--- config.mk ---
export PLATFORM = sky130hd
export DESIGN_NAME = lw_sram
export DESIGN_NICKNAME = d
export VERILOG_FILES = /design/src/rtl/lw_pkg.sv /design/src/rtl/lw_ctrl.sv /design/src/rtl/lw_wbuf.sv /design/src/rtl/lw_array.sv /design/src/rtl/lw_sram.sv
export SDC_FILE = /design/constraint.sdc
export NUM_CORES = 1
export LEC_CHECK = 0
export ABC_AREA = 1
export BUFFER_PORTS_ARGS = -buffer_cell sky130_fd_sc_hd__buf_2
export CORE_MARGIN = 2
export CORE_UTILIZATION = 50
export CTS_CLUSTER_SIZE = 40
export DETAILED_ROUTE_END_ITERATION = 12
export PLACE_DENSITY = 0.69
export SYNTH_ARGS = -nofsm -noshare
export SYNTH_HDL_FRONTEND = slang
export SYNTH_SLANG_ARGS = --single-unit
--- constraint.sdc ---
create_clock -name clk -period 2.1 [get_ports clk]
set_clock_uncertainty 0.15 [all_clocks]
set_input_delay 0.21 -clock clk [delete_from_list [all_inputs] [get_ports clk]]
set_output_delay 0.21 -clock clk [all_outputs]
set_load 0.02 [all_outputs]
--- src/rtl/lw_pkg.sv ---
package lw_pkg;
  localparam int LANE_W = 9;

  typedef enum logic [1:0] {
    OP_IDLE  = 2'd0,
    OP_READ  = 2'd1,
    OP_WRITE = 2'd2,
    OP_VOID  = 2'd3
  } op_e;

  function automatic op_e op_decode(input logic sel_n, input logic wr_n,
                                    input logic any_lane);
    if (sel_n)         return OP_IDLE;
    else if (wr_n)     return OP_READ;
    else if (any_lane) return OP_WRITE;
    else               return OP_VOID;
  endfunction
endpackage

--- src/rtl/lw_ctrl.sv ---
module lw_ctrl #(
  parameter int ADDR_W = 4,
  parameter int LANES  = 2
) (
  input  logic              clk,
  input  logic              rst_n,
  input  logic [ADDR_W-1:0] addr,
  input  logic              sel_n,
  input  logic              wr_n,
  input  logic [LANES-1:0]  lane_n,
  input  logic              oe_n,
  output logic [ADDR_W-1:0] rd_addr,
  output logic              wp_vld,
  output logic [ADDR_W-1:0] wp_addr,
  output logic [LANES-1:0]  wp_mask,
  output logic              drive
);
  import lw_pkg::*;

  op_e  op_now;
  logic rd_q;
  logic half_q;

  assign op_now = op_decode(sel_n, wr_n, ~&lane_n);

  always_ff @(posedge clk or negedge rst_n) begin
    if (!rst_n) begin
      rd_q    <= 1'b0;
      rd_addr <= '0;
      wp_vld  <= 1'b0;
      wp_addr <= '0;
      wp_mask <= '0;
    end else begin
      rd_q   <= (op_now == OP_READ);
      wp_vld <= (op_now == OP_WRITE);
      if (op_now == OP_READ) rd_addr <= addr;
      if (op_now == OP_WRITE) begin
        wp_addr <= addr;
        wp_mask <= ~lane_n;
      end
    end
  end

  // falling-edge stage: drivers come on half a cycle after a read is captured
  always_ff @(negedge clk or negedge rst_n) begin
    if (!rst_n) half_q <= 1'b0;
    else        half_q <= rd_q;
  end

  assign drive = rd_q & half_q & ~oe_n;
endmodule

--- src/rtl/lw_wbuf.sv ---
module lw_wbuf #(
  parameter int ADDR_W = 4,
  parameter int DATA_W = 18,
  parameter int LANES  = 2
) (
  input  logic              clk,
  input  logic              rst_n,
  input  logic              wp_vld,
  input  logic [ADDR_W-1:0] wp_addr,
  input  logic [LANES-1:0]  wp_mask,
  input  logic [DATA_W-1:0] din,
  input  logic [ADDR_W-1:0] rd_addr,
  input  logic [DATA_W-1:0] arr_rdata,
  output logic              buf_vld,
  output logic              cm_en,
  output logic [ADDR_W-1:0] cm_addr,
  output logic [LANES-1:0]  cm_mask,
  output logic [DATA_W-1:0] cm_data,
  output logic              fwd_hit,
  output logic [DATA_W-1:0] rdata
);
  import lw_pkg::*;

  logic [ADDR_W-1:0] b_addr;
  logic [LANES-1:0]  b_mask;
  logic [DATA_W-1:0] b_data;

  function automatic logic [DATA_W-1:0] lane_merge(
      input logic [DATA_W-1:0] base, input logic [DATA_W-1:0] over,
      input logic [LANES-1:0] mask);
    logic [DATA_W-1:0] r;
    r = base;
    for (int i = 0; i < LANES; i++)
      if (mask[i]) r[i*LANE_W +: LANE_W] = over[i*LANE_W +: LANE_W];
    return r;
  endfunction

  // buffer fills on the edge after the write capture; it retires one edge later
  always_ff @(posedge clk or negedge rst_n) begin
    if (!rst_n) begin
      buf_vld <= 1'b0;
      b_addr  <= '0;
      b_mask  <= '0;
      b_data  <= '0;
    end else begin
      buf_vld <= wp_vld;
      if (wp_vld) begin
        b_addr <= wp_addr;
        b_mask <= wp_mask;
        b_data <= din;
      end
    end
  end

  assign cm_en   = buf_vld;
  assign cm_addr = b_addr;
  assign cm_mask = b_mask;
  assign cm_data = b_data;
  assign fwd_hit = buf_vld && (b_addr == rd_addr);
  assign rdata   = fwd_hit ? lane_merge(arr_rdata, b_data, b_mask) : arr_rdata;
endmodule

--- src/rtl/lw_array.sv ---
module lw_array #(
  parameter int ADDR_W = 4,
  parameter int DATA_W = 18,
  parameter int LANES  = 2
) (
  input  logic              clk,
  input  logic              we,
  input  logic [ADDR_W-1:0] waddr,
  input  logic [LANES-1:0]  wmask,
  input  logic [DATA_W-1:0] wdata,
  input  logic [ADDR_W-1:0] raddr,
  output logic [DATA_W-1:0] rdata
);
  import lw_pkg::*;
  localparam int DEPTH = 1 << ADDR_W;

  logic [DATA_W-1:0] mem [DEPTH];

  for (genvar g = 0; g < LANES; g++) begin : g_lane
    always_ff @(posedge clk) begin
      if (we && wmask[g])
        mem[waddr][g*LANE_W +: LANE_W] <= wdata[g*LANE_W +: LANE_W];
    end
  end

  assign rdata = mem[raddr];
endmodule

--- src/rtl/lw_sram.sv ---
module lw_sram #(
  parameter int ADDR_W = 4,
  parameter int DATA_W = 18
) (
  input  logic                           clk,
  input  logic                           rst_n,
  input  logic [ADDR_W-1:0]              addr,
  input  logic                           sel_n,
  input  logic                           wr_n,
  input  logic [DATA_W/lw_pkg::LANE_W-1:0] lane_n,
  input  logic [DATA_W-1:0]              din,
  input  logic                           oe_n,
  output logic [DATA_W-1:0]              dout,
  output logic                           dq_drive
);
  localparam int LANES = DATA_W / lw_pkg::LANE_W;

  logic [ADDR_W-1:0] rd_addr;
  logic              wp_vld;
  logic [ADDR_W-1:0] wp_addr;
  logic [LANES-1:0]  wp_mask;
  logic              buf_vld;
  logic              cm_en;
  logic [ADDR_W-1:0] cm_addr;
  logic [LANES-1:0]  cm_mask;
  logic [DATA_W-1:0] cm_data;
  logic              fwd_hit;
  logic [DATA_W-1:0] arr_rdata;
  logic [DATA_W-1:0] rdata;

  lw_ctrl #(.ADDR_W(ADDR_W), .LANES(LANES)) u_ctrl (
    .clk(clk), .rst_n(rst_n), .addr(addr), .sel_n(sel_n), .wr_n(wr_n),
    .lane_n(lane_n), .oe_n(oe_n), .rd_addr(rd_addr), .wp_vld(wp_vld),
    .wp_addr(wp_addr), .wp_mask(wp_mask), .drive(dq_drive));

  lw_wbuf #(.ADDR_W(ADDR_W), .DATA_W(DATA_W), .LANES(LANES)) u_wbuf (
    .clk(clk), .rst_n(rst_n), .wp_vld(wp_vld), .wp_addr(wp_addr),
    .wp_mask(wp_mask), .din(din), .rd_addr(rd_addr), .arr_rdata(arr_rdata),
    .buf_vld(buf_vld), .cm_en(cm_en), .cm_addr(cm_addr), .cm_mask(cm_mask),
    .cm_data(cm_data), .fwd_hit(fwd_hit), .rdata(rdata));

  lw_array #(.ADDR_W(ADDR_W), .DATA_W(DATA_W), .LANES(LANES)) u_array (
    .clk(clk), .we(cm_en), .waddr(cm_addr), .wmask(cm_mask),
    .wdata(cm_data), .raddr(rd_addr), .rdata(arr_rdata));

  assign dout = dq_drive ? rdata : '0;
endmodule

==> impl_metrics.json, run 1 <==
{
  "status": "finished with violations",
  "violations": "negative setup slack",
  "clockBufferDepth": 3,
  "gp_congestion": 0.855,
  "pwr-share-comb_pct": 15.6,
  "cp_cell_sequence": "nand2_2 -> nor2_4 -> buf_6 -> nand2_4 -> nor2_4 -> buf_6",
  "cp_slowest_stage_delay_ns": 0.40,
  "core_area_um2": 27800,
  "drive_above_1_share_pct": 15.3,
  "cts_max_level": 1,
  "nets": 1571,
  "relSlewSlack_pct": 65.4,
  "synth_common_cells": "nand2_1 (410), edfxtp_1 (288), inv_1 (172)",
  "crit_type": "register to primary output",
  "start_util_pct": 50.9,
  "overflow": 0,
  "synthFlopType": "edfxtp_1",
  "yosysMostFrequentCell": "nand2_1",
  "hp-class": "primary input to async pin",
  "post-place-ws_ns": -0.425,
  "ys_seq_elements": 326,
  "drtAntennaViolNets": 0,
  "wl_per_cell_um": 17.3,
  "grt_max_degree": 73,
  "fillerInstances": 2154,
  "hold_violations": 0,
  "arrival_ns": 2.73,
  "synth-seq-area-share_pct": 67.9,
  "seq_power_share_pct": 48.5,
  "synth_area_leaders": "edfxtp_1 (61%), nand2_1 (11%), dfrtp_1 (6.6%)",
  "vdd_drop_max_mv": 0.917,
  "synth-warning-count": 0,
  "numCtsBuffers": 31,
  "dpl_cell_area_um2": 15600,
  "syn_avg_cell_area_um2": 10.0,
  "vias": 10100,
  "synth_area_um2": 14100,
  "first_pass_iters": 5,
  "fin_util_pct": 61.7,
  "dp_hpwl_mm": 20.5,
  "p_leak_nw": 7.14,
  "first_global_vias": 9794,
  "cts_root_buf": "clkbuf_16",
  "syn_inst": 1409,
  "antenna_found_initial": 0,
  "postLayoutCellArea_um2": 17100,
  "drcViolationCount": 0,
  "worst_pin_slew_ns": 0.517,
  "grt_pass1_wl_mm": 53.4,
  "yosysUniqueCellTypes": 23,
  "rows": 61,
  "rsz0062_at_grt": "yes",
  "clkTransAtPathRegs_ns": 0.07,
  "cp_max_fo": 6,
  "fin_ws_ns": -0.985,
  "synth_edf_count": 288,
  "fp.dieH_um": 172,
  "drv_slew": 0,
  "maxCapViolations": 0,
  "setup-violations-final": 19,
  "viasPerCell": 5.22,
  "cts_tree": "yes",
  "async_flop_share_pct": 11.7,
  "numPortBuffers": 47,
  "p_per_area_nw_per_um2": 907,
  "clkPwrFrac_pct": 35.9,
  "grt_use_total_pct": 23.5,
  "die-area_um2": 29600,
  "required_ns": 1.74,
  "drt_wl_total_mm": 33.7,
  "yosysTopAreaCellShare_pct": 61.2,
  "die-width_um": 172,
  "swShare_pct": 26.2,
  "cp-end-kind": "primary output",
  "yosysTopAreaCell": "edfxtp_1",
  "clock_latency_ns": 0.55,
  "drt_iter0_markers": 1072,
  "antenna_cells": 0,
  "areaGrowthSynthToFinish_pct": 21.3,
  "ios": 48,
  "cts.sinks": 326,
  "synth_nets": 1438,
  "cp-start-kind": "register",
  "intPower_mw": 11.5,
  "crit_path_top_delay_cell": "dfrtn_1",
  "power.switching_mw": 4.07
}
## final cells by class
| cell class | count | area [um2] | area share, % |
|---|---|---|---|
| sequential | 326 | 9600 | 56.0 |
| timing repair buffer | 173 | 1620 | 9.45 |
| clock inverter | 15 | 154 | 0.898 |
| clock buffer | 42 | 877 | 5.12 |
| tap | 378 | 473 | 2.76 |
| multi-input combinational | 834 | 3750 | 21.9 |
| inverter | 176 | 663 | 3.87 |
## through the flow
step	TNS, ns	hold WS (ns)	power, mW	cells
after detailed placement	-6.97	0.209	9.97	1852
final	-18.23	0.183	15.6	1944
after CTS	-17.98	0.167	15.6	1946
after global placement	-6.61	0.201	9.92	1852
after floorplan	-5.40	-0.236	9.04	1409
after global routing	-19.29	0.233	16.1	1944
## power groups by stage
stage	registers [mW]	clock network [mW]	logic, mW
3_5_place_dp	7.68	0	2.29
4_1_cts	7.54	5.64	2.39
3_3_place_gp	7.67	0	2.25
2_1_floorplan	7.72	0	1.32
5_1_grt	7.57	5.89	2.66
6_report	7.55	5.59	2.42
## worst paths after layout
kind / from / endpoint / slack [ns] / depth (start not counted)
worst max register to register: u_ctrl.rd_q$_DFF_PN0_ / u_ctrl.half_q$_DFF_NN0_ / 0.33 / 0
min in group clk: din[5] / u_wbuf.cm_data[5]$_DFFE_PN0P_ / 0.25 / 4
worst max-delay path: u_ctrl.half_q$_DFF_NN0_ / dout[1] / -0.99 / 6
worst min register to register: u_ctrl.wp_addr[0]$_DFFE_PN0P_ / u_wbuf.cm_addr[0]$_DFFE_PN0P_ / 0.34 / 2
max in group asynchronous: rst_n / u_ctrl.half_q$_DFF_NN0_ / 0.86 / 2
worst min-delay path: rst_n / u_ctrl.wp_mask[1]$_DFFE_PN0P_ / 0.18 / 3
## critical path: cells and delay by family (launching register included)
| kind | cells | cell delay [ns] |
|---|---|---|
| buf+inv | 2 | 0.30 |
| flops | 1 | 0.40 |
| simple gates | 4 | 0.42 |
## layout by cell type (no fill, tap or decap), types with 2 or more instances in the layout
master,n
inv_2,2
o21ai_1,4
bufinv_16,3
clkbuf_1,5
buf_12,18
nor2_4,20
nand3_1,144
buf_2,28
buf_6,20
clkbuf_8,6
dfrtp_1,35
nand2_4,11
mux2_2,2
clkbuf_16,31
edfxtp_1,288
o21ai_0,80
nand4_1,20
nor2_1,150
dlygate4sd3_1,33
clkinv_2,11
buf_4,73
nand2_2,8
inv_1,172
nand2_1,391
## flip-flops by register name (all words and copies together) (netlist names)
signal / count
u_wbuf.cm_addr: 4
u_ctrl.rd_q: 1
u_wbuf.buf_vld: 1
u_ctrl.half_q: 1
u_ctrl.wp_addr: 4
u_ctrl.wp_vld: 1
u_array.mem: 288
u_wbuf.cm_mask: 2
u_ctrl.wp_mask: 2
u_wbuf.cm_data: 18
u_ctrl.rd_addr: 4
## per-layer routing
metal	track usage [%]	wire, um	vias to the layer above
li1	-	-	4858
met1	34.2	14600	4849
met2	37.7	16000	383
met3	3.07	2560	52
met4	6.14	580	0
met5	0	0	-
## what timing repair did
action,in CTS,in global routing
cloned,1,0
setup buffers,3,1
hold endpoints to repair,66,0
hold buffers,33,0
pin swaps,1,3
resized for setup,58,9
endpoints found under the setup margin,19,19
## cells by family after synthesis
kind of cell / count (synthesis) / share of synthesized area (%)
simple gates: 745 / 21.5
mux: 2 / 0.159
flops: 326 / 67.9
xor+xnor: 2 / 0.124
buf+inv: 249 / 7.28
compound gates: 85 / 3.03
Note: power is estimated with default switching activity, not from simulation.
==> run 2: changes to the inputs <==
ABC_AREA = 0   (was 1)
PLACE_DENSITY = 0.7   (was 0.69)
==> impl_metrics.json, run 2 <==
{
  "status": "finished with violations",
  "violations": "negative setup slack",
  "reg2regPathDepth": 5,
  "worst_pin_slew_ns": 0.731,
  "p_leak_nw": 5.54,
  "hp-class": "primary input to register",
  "start_util_pct": 51.2,
  "yosysUniqueCellTypes": 36,
  "endpoint": "dout[10]",
  "numCtsBuffers": 30,
  "drtAntennaViolNets": 0,
  "first_pass_iters": 7,
  "relSlewSlack_pct": 51.3,
  "async_flop_share_pct": 11.7,
  "synth_nets": 664,
  "rows": 58,
  "ys_seq_elements": 326,
  "ios": 48,
  "yosysMostFrequentCell": "edfxtp_1",
  "synth_edf_count": 288,
  "grt_pass1_wl_mm": 41.9,
  "synthFlopType": "edfxtp_1",
  "post-place-ws_ns": -0.643,
  "grt_max_degree": 39,
  "regMostFlops": "u_array.mem",
  "cp_max_fo": 9,
  "die-width_um": 165,
  "vias": 6797,
  "nets": 825,
  "synth-seq-area-share_pct": 74.2,
  "wl_per_cell_um": 23.9,
  "arrival_ns": 2.83,
  "die-area_um2": 27200,
  "r2r-start": "u_wbuf.cm_addr[0]$_DFFE_PN0P_",
  "syn_avg_cell_area_um2": 20.4,
  "drive_above_1_share_pct": 36.8,
  "yosysTopAreaCell": "edfxtp_1",
  "antenna_cells": 0,
  "drt_wl_total_mm": 27.5,
  "rrSetupSlack_ns": 0.11,
  "holdPathStages": 4,
  "dp_hpwl_mm": 17.6,
  "hold_violations": 0,
  "setup-violations-final": 19,
  "synth-warning-count": 0,
  "required_ns": 1.74,
  "numPortBuffers": 47,
  "p_per_area_nw_per_um2": 950,
  "rsz0062_at_grt": "yes",
  "fin_ws_ns": -1.09,
  "dp.cells": 1058,
  "drcViolationCount": 0,
  "drv_slew": 0,
  "clock_latency_ns": 0.54,
  "first_global_vias": 7021,
  "cts_tree": "yes",
  "rr_endpoint": "u_array.mem[2][7]$_DFFE_PP_",
  "synth_common_cells": "edfxtp_1 (288), mux4_2 (65), dfrtp_1 (37)",
  "drt_iter0_markers": 584,
  "cts.sinks": 326,
  "fp.dieH_um": 165,
  "vdd_drop_max_mv": 0.654,
  "antenna_found_initial": 0,
  "cts_root_buf": "clkbuf_16",
  "critical_path.startpoint": "u_ctrl.half_q$_DFF_NN0_",
  "layout_common_cells": "edfxtp_1 (288), buf_4 (70), mux4_2 (65)",
  "gp_congestion": 0.803,
  "core_area_um2": 25300,
  "viasPerCell": 5.91,
  "clkTransAtPathRegs_ns": 0.06,
  "cts_max_level": 1,
  "areaGrowthSynthToFinish_pct": 20.5,
  "final_common_cell": "edfxtp_1",
  "overflow": 0,
  "clockBufferDepth": 3,
  "largest_register_ffs": 288,
  "maxCapViolations": 0,
  "synth_area_leaders": "edfxtp_1 (67%), mux4_2 (11%), dfrtp_1 (7.2%)",
  "syn_inst": 635,
  "crit_type": "register to primary output",
  "cp-start-kind": "register",
  "cp-end-kind": "primary output",
  "instances_no_fill": 1150,
  "synth_area_um2": 12900,
  "grt_use_total_pct": 20.9,
  "yosysTopAreaCellShare_pct": 66.9
}
run 2: changes by cell type in the layout (fill, tap and decap cells not counted), moves of 65 or more:
cell | before | now
nand2_1 | 391 | 36
inv_1 | 172 | 1
nand3_1 | 144 | 6
nor2_1 | 150 | 25
o21ai_0 | 80 | 2
mux4_2 | 0 | 65
run 2: worst min-delay path by stage:
| stage | startpoint | end | slack (ns) |
|---|---|---|---|
| 3_3_place_gp | rst_n | u_wbuf.cm_data[1]$_DFFE_PN0P_ | 0.23 |
| 2_1_floorplan | rst_n | u_ctrl.rd_addr[0]$_DFFE_PN0P_ | -0.24 |
| 5_1_grt | wr_n | u_ctrl.wp_addr[2]$_DFFE_PN0P_ | 0.08 |
| 6_report | wr_n | u_ctrl.wp_addr[2]$_DFFE_PN0P_ | 0.04 |
| 3_5_place_dp | rst_n | u_wbuf.cm_data[1]$_DFFE_PN0P_ | 0.22 |
| 4_1_cts | wr_n | u_ctrl.wp_addr[2]$_DFFE_PN0P_ | 0.006 |
run 2: power breakdown:
group          internal [mW]  total (mW)  switching, mW
sequential              7.48        7.77          0.297
clock                   2.80        5.05           2.24
combinational          0.962        1.99           1.02
total                   11.2        14.8           3.57
run 2: logic make-up (layout without fill, tap and decap cells):
logic type / count (synthesis) / in the layout / synth area share [%]
simple gates: 111 / 111 / 4.29
buf+inv: 37 / 222 / 1.94
compound gates: 41 / 41 / 2.85
mux: 116 / 116 / 16.4
flops: 326 / 326 / 74.2
xor+xnor: 4 / 4 / 0.271
run 2: repair_timing:
| action | 4_1_cts | 5_1_grt |
|---|---|---|
| gates resized for setup | 42 | 1 |
| hold endpoints to repair | 66 | 0 |
| setup buffers | 3 | 1 |
| hold buffers | 32 | 0 |
| setup endpoints to repair | 19 | 19 |
| pin swaps | 0 | 0 |
run 2: routing by layer:
| layer | global-route usage (%) | vias up | wire (um) |
|---|---|---|---|
| met1 | 30.9 | 3581 | 11800 |
| met5 | 0 | - | 0 |
| met4 | 4.43 | 0 | 435 |
| met2 | 34.0 | 268 | 13500 |
| met3 | 2.69 | 31 | 1660 |
| li1 | - | 2917 | - |
run 2: critical path, cell delays in order (launching register included):
cell	delay [ns]
dfrtn_1	0.38
nand3b_1	0.10
buf_6	0.16
nor3_4	0.17
buf_6	0.17
a32o_2	0.15
buf_6	0.12
run 2: final cells by class:
type                       instances  area [um2]
timing repair buffer             164        1470
sequential                       326        9610
fill                            1749        9670
tap                              330         413
clock inverter                    21         125
multi-input combinational        272        3160
inverter                           2        10.0
clock buffer                      35         791
run 2: stage by stage:
step                cell area (um2)  hold WS, ns  setup TNS [ns]  power [mW]  util [%]
finish                        15600       0.0433          -19.98        14.8      61.7
global route                  15600       0.0832          -21.32        15.3      61.7
CTS                           15600      0.00613          -20.36        14.9      61.7
detailed placement            14200        0.219          -11.46        9.81      56.1
global placement              14200        0.230          -10.24        9.74      56.1
floorplan                     13000       -0.236          -10.13        9.02         -
==> run 3: changes to the inputs <==
CELL_PAD_IN_SITES_DETAIL_PLACEMENT = 0   (was unset)
CELL_PAD_IN_SITES_GLOBAL_PLACEMENT = 2   (was unset)
CORE_UTILIZATION = 48   (was 50)
PLACE_DENSITY = 0.81   (was 0.7)
==> impl_metrics.json, run 3 (synthesis gave the netlist of run 2 again) <==
{
  "regMostFlops": "u_array.mem",
  "dp_hpwl_mm": 18.7,
  "cts_max_level": 1,
  "start_util_pct": 48.4,
  "numCtsBuffers": 29,
  "drtAntennaViolNets": 0,
  "rsz0062_at_grt": "yes",
  "status": "finished with violations",
  "hp-start": "wr_n",
  "grt_max_degree": 39,
  "vdd_drop_max_mv": 0.727,
  "areaGrowthSynthToFinish_pct": 20.9,
  "fp.dieH_um": 168,
  "rr_endpoint": "u_array.mem[4][16]$_DFFE_PP_",
  "maxCapViolations": 0,
  "critical_path.startpoint": "u_ctrl.half_q$_DFF_NN0_",
  "cp-start-kind": "register",
  "rows": 60,
  "first_pass_iters": 7,
  "violations": "negative setup slack",
  "largest_register_ffs": 288,
  "p_leak_nw": 5.56,
  "numPortBuffers": 47,
  "gp_congestion": 0.832,
  "p_per_area_nw_per_um2": 974,
  "required_ns": 1.74,
  "drcViolationCount": 0,
  "overflow": 0,
  "hp-class": "primary input to register",
  "hold_violations": 0,
  "core_area_um2": 26700,
  "instances_no_fill": 1158,
  "cts.sinks": 326,
  "die-width_um": 168,
  "wl_per_cell_um": 23.7,
  "r2r-start": "u_wbuf.cm_addr[3]$_DFFE_PN0P_",
  "ios": 48,
  "antenna_found_initial": 0,
  "setup-violations-final": 19,
  "fin_ws_ns": -1.06,
  "gr-usage-met2_pct": 32.0,
  "worst_pin_slew_ns": 0.680,
  "clockBufferDepth": 3,
  "cp-end-kind": "primary output",
  "vias": 6661,
  "hold_slack_ns": 0.0311,
  "grt_use_met1_pct": 29.0,
  "relSlewSlack_pct": 54.7,
  "drt_wl_total_mm": 27.4,
  "grt_use_total_pct": 19.8,
  "cts_tree": "yes",
  "nets": 824,
  "crit_type": "register to primary output",
  "reg2regPathDepth": 5,
  "first_global_vias": 6905,
  "rrSetupSlack_ns": 0.19,
  "dp.cells": 1074,
  "drt_iter0_markers": 549,
  "busiest_layer": "met2",
  "die-area_um2": 28300,
  "drv_slew": 0,
  "viasPerCell": 5.75,
  "clock_latency_ns": 0.54,
  "drive_above_1_share_pct": 37.2,
  "layout_common_cells": "edfxtp_1 (288), buf_4 (73), mux4_2 (65)",
  "grt_use_met3_pct": 3.20,
  "cp_max_fo": 9,
  "total_power_mw": 15.2,
  "arrival_ns": 2.80,
  "grt_pass1_wl_mm": 42.0,
  "clkTransAtPathRegs_ns": 0.06,
  "cts_root_buf": "clkbuf_16",
  "final_common_cell": "edfxtp_1",
  "antenna_cells": 0,
  "endpoint": "dout[12]"
}
==> run 3: through the flow <==
stage	util (%)	TNS, ns	setup slack (ns)	cell area, um2
detailed placement	53.2	-10.60	-0.597	14200
global placement	53.2	-9.62	-0.528	14200
global route	58.5	-21.14	-1.14	15600
floorplan	-	-10.13	-0.556	13000
CTS	58.5	-19.93	-1.07	15600
finish	58.5	-19.63	-1.06	15600
==> run 3: layout make-up <==
type / count / area (um2)
multi-input cells: 274 / 3190
fillers: 1950 / 11100
flip-flops and latches: 326 / 9610
clock inverters: 12 / 181
repair buffers: 162 / 1440
inverters: 2 / 7.51
clock buffers: 41 / 791
well taps: 341 / 427
==> run 3: critical path, cell delays in order, from the launching register on <==
cell      delay (ns)
dfrtn_1         0.40
nand3b_1        0.09
buf_6           0.17
nor3_4          0.12
buf_6           0.15
a32o_2          0.15
buf_6           0.12
==> run 3: metal layers <==
metal,part of all wire [%],vias to the layer above
met1,45,3509
met3,5.7,37
met5,0,-
met2,48,206
li1,-,2909
met4,1.8,0
==> run 3: how the worst min path moves through the flow <==
| stage | to | depth (start not counted) |
|---|---|---|
| 2_1_floorplan | u_ctrl.rd_addr[0]$_DFFE_PN0P_ | 0 |
| 3_3_place_gp | u_wbuf.cm_data[16]$_DFFE_PN0P_ | 2 |
| 3_5_place_dp | u_wbuf.cm_data[17]$_DFFE_PN0P_ | 2 |
| 4_1_cts | u_ctrl.wp_addr[1]$_DFFE_PN0P_ | 4 |
| 5_1_grt | u_ctrl.wp_addr[1]$_DFFE_PN0P_ | 4 |
| 6_report | u_ctrl.wp_addr[1]$_DFFE_PN0P_ | 4 |
==> run 3: timing repair <==
item | in CTS | in global routing
endpoints found under the hold margin | 66 | 0
gates resized for setup | 40 | 1
hold buffers | 29 | 0
cloned | 2 | 0
setup buffers | 0 | 0
setup endpoints to repair | 19 | 19
==> run 3: where the power goes <==
group | internal (mW) | leakage [nW] | switching (mW)
Sequential | 7.48 | 3.05 | 0.251
Clock | 3.22 | 0.475 | 2.18
Combinational | 0.985 | 2.03 | 1.12
